**src/rtl/magic_div_pkg.sv**
```systemverilog
package magic_div_pkg;
    typedef enum logic [1:0] {
        PH_IDLE = 2'd0,
        PH_RUN  = 2'd1,
        PH_FIN  = 2'd2
    } phase_e;
endpackage

```
**src/rtl/magic_msb.sv**
```systemverilog
// Locates the highest set bit of a word and reports whether it is the only one.
module magic_msb #(
    parameter int W  = 32,
    localparam int PW = $clog2(W)
) (
    input  logic [W-1:0]  val,
    output logic [PW-1:0] pos,
    output logic          single
);
    always_comb begin
        pos = '0;
        for (int i = 0; i < W; i++) begin
            if (val[i]) pos = PW'(i);
        end
    end

    assign single = (val != '0) && ((val & (val - W'(1))) == '0);
endmodule

```
**src/rtl/magic_div_step.sv**
```systemverilog
// One restoring division step: shift one dividend bit into the remainder, subtract if it fits.
module magic_div_step #(
    parameter int W = 32
) (
    input  logic [W-1:0] rem_in,
    input  logic         bit_in,
    input  logic [W-1:0] dvs,
    output logic [W-1:0] rem_out,
    output logic         q_bit
);
    logic [W:0] trial;
    logic [W:0] diff;

    always_comb begin
        trial = {rem_in, bit_in};
        diff  = trial - {1'b0, dvs};
        q_bit = (trial >= {1'b0, dvs});
        rem_out = q_bit ? diff[W-1:0] : trial[W-1:0];
    end
endmodule

```
**src/rtl/magic_finish.sv**
```systemverilog
// Forms the multiplier and round-down choice from the final quotient and remainder.
module magic_finish #(
    parameter int W  = 32,
    localparam int SW = $clog2(W)
) (
    input  logic [W:0]    quot,
    input  logic [W-1:0]  rem,
    input  logic [SW-1:0] sh,
    output logic [W-1:0]  mult,
    output logic          rdown
);
    logic [W:0] limit;

    always_comb begin
        limit = (W+1)'(1) << sh;
        // the remainder is never zero here, so the ceiling is quotient + 1
        rdown = ({1'b0, rem} <= limit);
        mult  = rdown ? quot[W-1:0] : (quot[W-1:0] + W'(1));
    end
endmodule

```
**src/rtl/magic_div_gen.sv**
```systemverilog
module magic_div_gen
    import magic_div_pkg::*;
#(
    parameter int DW = 32,
    localparam int SW = $clog2(DW),
    localparam int CW = $clog2(2*DW)
) (
    input  logic          clk,
    input  logic          rst_n,
    input  logic          start,
    input  logic [DW-1:0] divisor,
    output logic          busy,
    output logic          done,
    output logic          err,
    output logic          pow2,
    output logic [SW-1:0] shift,
    output logic [DW-1:0] mult,
    output logic          round_down
);
    localparam logic [CW-1:0] LAST_IDX = CW'(2*DW - 1);

    typedef struct packed {
        phase_e        ph;
        logic [DW-1:0] dvs;
        logic [SW-1:0] sh;
        logic [CW-1:0] idx;
        logic [DW-1:0] rem;
        logic [DW:0]   quot;
        logic          done;
        logic          err;
        logic          pow2;
        logic [SW-1:0] sh_out;
        logic [DW-1:0] mult;
        logic          rdown;
    } state_t;

    state_t st_d, st_q;

    logic [SW-1:0] msb_pos;
    logic          msb_single;
    logic          dvd_bit;
    logic [DW-1:0] step_rem;
    logic          step_q;
    logic [DW-1:0] fin_mult;
    logic          fin_rdown;

    magic_msb #(.W(DW)) u_msb (
        .val    (divisor),
        .pos    (msb_pos),
        .single (msb_single)
    );

    // the dividend 2^(sh+DW) has a single one bit
    assign dvd_bit = (st_q.idx == (CW'(st_q.sh) + CW'(DW)));

    magic_div_step #(.W(DW)) u_step (
        .rem_in  (st_q.rem),
        .bit_in  (dvd_bit),
        .dvs     (st_q.dvs),
        .rem_out (step_rem),
        .q_bit   (step_q)
    );

    magic_finish #(.W(DW)) u_fin (
        .quot  (st_q.quot),
        .rem   (st_q.rem),
        .sh    (st_q.sh),
        .mult  (fin_mult),
        .rdown (fin_rdown)
    );

    always_comb begin
        st_d      = st_q;
        st_d.done = 1'b0;
        unique case (st_q.ph)
            PH_IDLE: begin
                if (start) begin
                    if (divisor < DW'(2)) begin
                        st_d.done   = 1'b1;
                        st_d.err    = 1'b1;
                        st_d.pow2   = 1'b0;
                        st_d.sh_out = '0;
                        st_d.mult   = '0;
                        st_d.rdown  = 1'b0;
                    end else if (msb_single) begin
                        st_d.done   = 1'b1;
                        st_d.err    = 1'b0;
                        st_d.pow2   = 1'b1;
                        st_d.sh_out = msb_pos;
                        st_d.mult   = '0;
                        st_d.rdown  = 1'b0;
                    end else begin
                        st_d.ph   = PH_RUN;
                        st_d.dvs  = divisor;
                        st_d.sh   = msb_pos;
                        st_d.idx  = LAST_IDX;
                        st_d.rem  = '0;
                        st_d.quot = '0;
                    end
                end
            end
            PH_RUN: begin
                st_d.rem  = step_rem;
                st_d.quot = {st_q.quot[DW-1:0], step_q};
                if (st_q.idx == '0) begin
                    st_d.ph = PH_FIN;
                end else begin
                    st_d.idx = st_q.idx - CW'(1);
                end
            end
            PH_FIN: begin
                st_d.ph     = PH_IDLE;
                st_d.done   = 1'b1;
                st_d.err    = 1'b0;
                st_d.pow2   = 1'b0;
                st_d.sh_out = st_q.sh;
                st_d.mult   = fin_mult;
                st_d.rdown  = fin_rdown;
            end
            default: st_d.ph = PH_IDLE;
        endcase
    end

    always_ff @(posedge clk or negedge rst_n) begin
        if (!rst_n) st_q <= '0;
        else        st_q <= st_d;
    end

    assign busy       = (st_q.ph != PH_IDLE);
    assign done       = st_q.done;
    assign err        = st_q.err;
    assign pow2       = st_q.pow2;
    assign shift      = st_q.sh_out;
    assign mult       = st_q.mult;
    assign round_down = st_q.rdown;
endmodule

```
**config.mk**
```make
export PLATFORM = sky130hd
export DESIGN_NAME = magic_div_gen
export DESIGN_NICKNAME = d
export VERILOG_FILES = /design/src/rtl/magic_div_pkg.sv /design/src/rtl/magic_msb.sv /design/src/rtl/magic_div_step.sv /design/src/rtl/magic_finish.sv /design/src/rtl/magic_div_gen.sv
export SDC_FILE = /design/constraint.sdc
export NUM_CORES = 1
export LEC_CHECK = 0
export BUFFER_PORTS_ARGS = -buffer_cell sky130_fd_sc_hd__buf_2
export CORE_ASPECT_RATIO = 1.2
export CORE_MARGIN = 2
export CORE_UTILIZATION = 61
export CTS_CLUSTER_DIAMETER = 150
export CTS_CLUSTER_SIZE = 20
export DETAILED_ROUTE_END_ITERATION = 16
export GPL_ROUTABILITY_DRIVEN = 1
export PLACE_DENSITY_LB_ADDON = 0.1
export RECOVER_POWER = 100
export SETUP_SLACK_MARGIN = 0.5
export SLEW_MARGIN = 20
export SYNTH_ARGS = -nofsm -noshare
export SYNTH_HDL_FRONTEND = slang
export SYNTH_SLANG_ARGS = --single-unit
```
**constraint.sdc**
```tcl
create_clock -name clk -period 3.9 [get_ports clk]
set_clock_uncertainty 0.2 [all_clocks]
set_input_delay 0.195 -clock clk [delete_from_list [all_inputs] [get_ports clk]]
set_output_delay 0.195 -clock clk [all_outputs]
set_load 0.01 [all_outputs]
```
==> results <==
- The core area is 16140 sq um.
- Pin placement for this block handled between 70 and 80 I/O pins.
- The post-route clock period utilization is between 90% and 100%.
- The checks that failed: capacitance limit, slew limit.
- At the pin with the least slew margin, the transition time is roughly 2500 ps.
- The post-synthesis sequential area ratio is 37.46%.
- Cells with a size suffix above 1 make up a little under a quarter of the layout.
- The instance area after placement is around 10000 sq um.
- The final critical-path required period is 3617 ps.
- The final-report hold violation count is 0.
- The number of antenna violations at the first check in global routing was 0.
- After floorplanning, the core was divided into 51 placement rows.
- The analysis attributes to cell leakage a power of ~0.0055 uW.
- Dividing the synthesized area by the synthesized cell count gives 8.837 sq um.
- For this run, the slowest stage of the critical path takes 440 ps.
- The cell with the biggest individual delay on the critical path is dfrtp_2.
- In this run, the number of DRC markers left after iteration 0 of detailed routing was 988.
- In the final routed layout, each cell accounts on average for 20.56 um.
- After routing the design area is between 10000 and 15000 sq um.
- After clock tree synthesis, the clock-pin slew on the worst setup and hold paths is 70 ps.
- The height of the die is approximately 140 um.
- For this run, design rule violations remaining after detail routing come to 0.
- The top flip-flop cell by instance count after synthesis is dfrtp_1.
- Synthesis produced a netlist with a net count of 1237.
- The tightest hold margin is between 50 and 60 ps.
- Synthesis handed over a netlist of 1134 instances.
- Entering global routing, the biggest net connects just over 100 pins.
- TritonCTS built the clock tree.
- The cell family contributing the most delay on the critical path is compound AO/OA/AOI/OAI gates.
- Port buffering added 76 buffers.
- Max-cap violations in this run came to 1.
- The critical path goes through xor2_1 -> nor4_1 -> nand3_1 -> ha_2 -> nor2b_4 -> o31a_1 -> o32a_1 -> o31a_1 -> a21oi_4 -> o21ai_2 -> nor2_4 -> clkbuf_1 -> a22o_1 -> a21o_1.
- After synthesis, the share of flip-flops with an asynchronous set or reset is 100.0%.
- Leaving out fill and tap cells, the most frequent cell in the layout is dfrtp_1.
- The worst register-to-register path has a setup slack of 280 ps.
- The overall power of the completed layout is 12550 uW.
- The global-route total usage across every layer is 31.92%.
- The register cell area after layout is 3759 sq um.
- The number of global-route vias before repair is 8689.
- The total number of yosys warnings is 0.
- The worst setup path is captured at a flop.
- The floorplan die width is 121 um.
- The normalized max-slew margin is -69.38%.
- Together, buffers and inverters on the worst path number 1.
- The number of pins exceeding their max-slew limit in the final report was about 100.
- The tree is rooted in a clkbuf_16.
- For this run, the detailed router's first-pass iteration total came to 5.
- The via total after detailed routing is 9546.
- The area overhead of the layout relative to synthesis is 27.92%.
- Cells fill 79.40% of the core in the end.
- The clock latency on the worst-skew pair is 440 ps.
- The accumulated negative setup slack is 0 ps.
- The flow ran to the end, but the final reports show violations.
- The critical path in this run is classified as flop to flop.
- At the worst endpoint, the required time is 4020 ps.
- The mapped netlist covers 10020 sq um.
- Counting distinct cell types in the post-synthesis netlist gives 67.
- The class of the tightest hold or removal check is input port to flop.
- For this design the ratio of total power to cell area is around 980 nW/um^2.
- The buffer depth of the longest clock path is 2.
- The wire-length estimate of the detail-placed layout is 19.01 mm.
- The total die area is between 15000 and 20000 sq um.
- Counting flops and latches in the post-synthesis netlist gives 150.
- The number of levels the H-tree was split into is 4.
- Global routing finished with a remaining overflow of 0.
- The number of clock buffers added by TritonCTS is 17.
- The initial core utilization is 62.07%.
- The cell occurring most often along the worst timing path is o31a_1.
- After filler insertion, the fill cell instance count of the layout stands at 1044.
- The peak supply drop is 848.3 uV.
- The first global-routing pass estimated approximately 44 mm of wire.
- The library cells used most frequently in the layout, excluding fill and tap cells, are 146 x dfrtp_1, 118 x nand2_1, 72 x o21ai_0.
- The area of the multi-input gates is approximately 6400 sq um.
- At the worst endpoint, the arrival time is between 3000 and 4000 ps.
- Static timing analysis puts the maximum clock frequency at 276.5 MHz.
- The final RePlAce weighted congestion is 0.9754.
- The nature of the critical path startpoint is a flop.
- The remaining number of nets flagged by the antenna check after routing is 0.
- The post-layout net count is 1377.
- The number of vias per cell is 6.368.
- Setup repair after global routing could not meet its margin everywhere.
- The number of enable flip-flop cells after synthesis is 0.
- The worst-path maximum fanout is 6.
- Summed over all layers, the routed wires come to 30.82 mm.
- Setup violations remaining at the end of the flow were counted as 0.
- 0 antenna diodes ended up in the layout.
- The count of clock tree sinks is 150.
-- cell usage after synthesis, drive strengths merged, types with 10 or more instances --
cell type	n	area [sq um]
a21o	16	120.1
o21ai	90	450.4
xnor2	27	236.5
ha	67	838.3
buf	56	372.9
nand3	22	110.1
a22oi	10	75.07
a31oi	16	100.1
nor2	65	244.0
nand4	26	162.7
nand2	144	540.5
a21oi	57	285.3
mux2i	15	150.1
clkbuf	35	131.4
a22o	48	420.4
dfrtp	150	3754
nor4	12	75.07
xor2	36	315.3
o2bb2ai	21	183.9
inv	54	202.7
and3	11	68.82
nor3	21	121.4
-- flip-flops by register name (all words and copies together) (netlist names) --
| register | cells |
|---|---|
| st_q | 109 |
| mult | 32 |
| shift | 5 |
| done | 1 |
| err | 1 |
| pow2 | 1 |
| round_down | 1 |
-- report_power, final --
group / total (uW) / internal, uW / switching (uW)
Combinational: 8030 / 3740 / 4290
Sequential: 2890 / 2160 / 724
Clock: 1630 / 905 / 727
Total: 12500 / 6810 / 5740
-- layer usage --
metal  GRT usage, %  vias up  part of all wire [%]
met5              0        -                     0
met1          38.96     4601                    38
li1               -     4373                     -
met2          55.91      434                    51
met4          13.34        0                   5.2
met3          5.166      138                   6.4
-- area by class of cell --
type	count	share of cell area, %
clock inverter	15	1.220
inverter	54	1.581
tap	212	2.069
sequential	150	29.32
multi-input combinational	840	49.56
timing repair buffer	211	12.93
clock buffer	17	3.319
-- cells by family after synthesis --
logic type	synth area share (%)
AO/OA/AOI/OAI	22.26
XOR/XNOR	5.506
adder cells (fa/ha/maj)	8.665
buffers and inverters	7.055
flip-flops	37.46
multiplexers	1.723
AND/OR/NAND/NOR	17.33
-- worst reg2reg max path, stage by stage (launching register included) --
cell and delay [ps]:
dfrtp_2 440, xor2_1 150, nor4_1 270, nand3_1 240, ha_2 270, nor2b_4 130
o31a_1 170, o32a_1 250, o31a_1 250, a21oi_4 100, o21ai_2 390, nor2_4 60
clkbuf_1 200, a22o_1 220, a21o_1 160
-- through the flow --
| stage | instances | worst slack [ps] |
|---|---|---|
| 5_1_grt | 1499 | 118.0 |
| 2_1_floorplan | 1134 | 504.8 |
| 3_3_place_gp | 1362 | 59.12 |
| 6_report | 1499 | 283.2 |
| 3_5_place_dp | 1362 | -60.43 |
| 4_1_cts | 1452 | 451.7 |
-- repair_timing --
action | CTS | global route
hold endpoints to repair | 134 | 0
gates cloned | 0 | 8
buffers inserted | 24 | 39
pin swaps | 23 | 86
gates resized for setup | 32 | 195
hold buffers | 34 | 0
setup endpoints to repair | 63 | 134
-- worst paths after layout --
| kind | depth (start not counted) | end | startpoint |
|---|---|---|---|
| max | 14 | st_q[101] | st_q[115] |
| min | 4 | st_q[130] | divisor[13] |
| max reg2reg | 14 | st_q[101] | st_q[115] |
| min reg2reg | 1 | mult[6] | mult[6] |
| max in group asynchronous | 2 | st_q[115] | rst_n |
| min in group asynchronous | 2 | mult[6] | rst_n |
No activity file was read; power rests on OpenSTA's default activity.
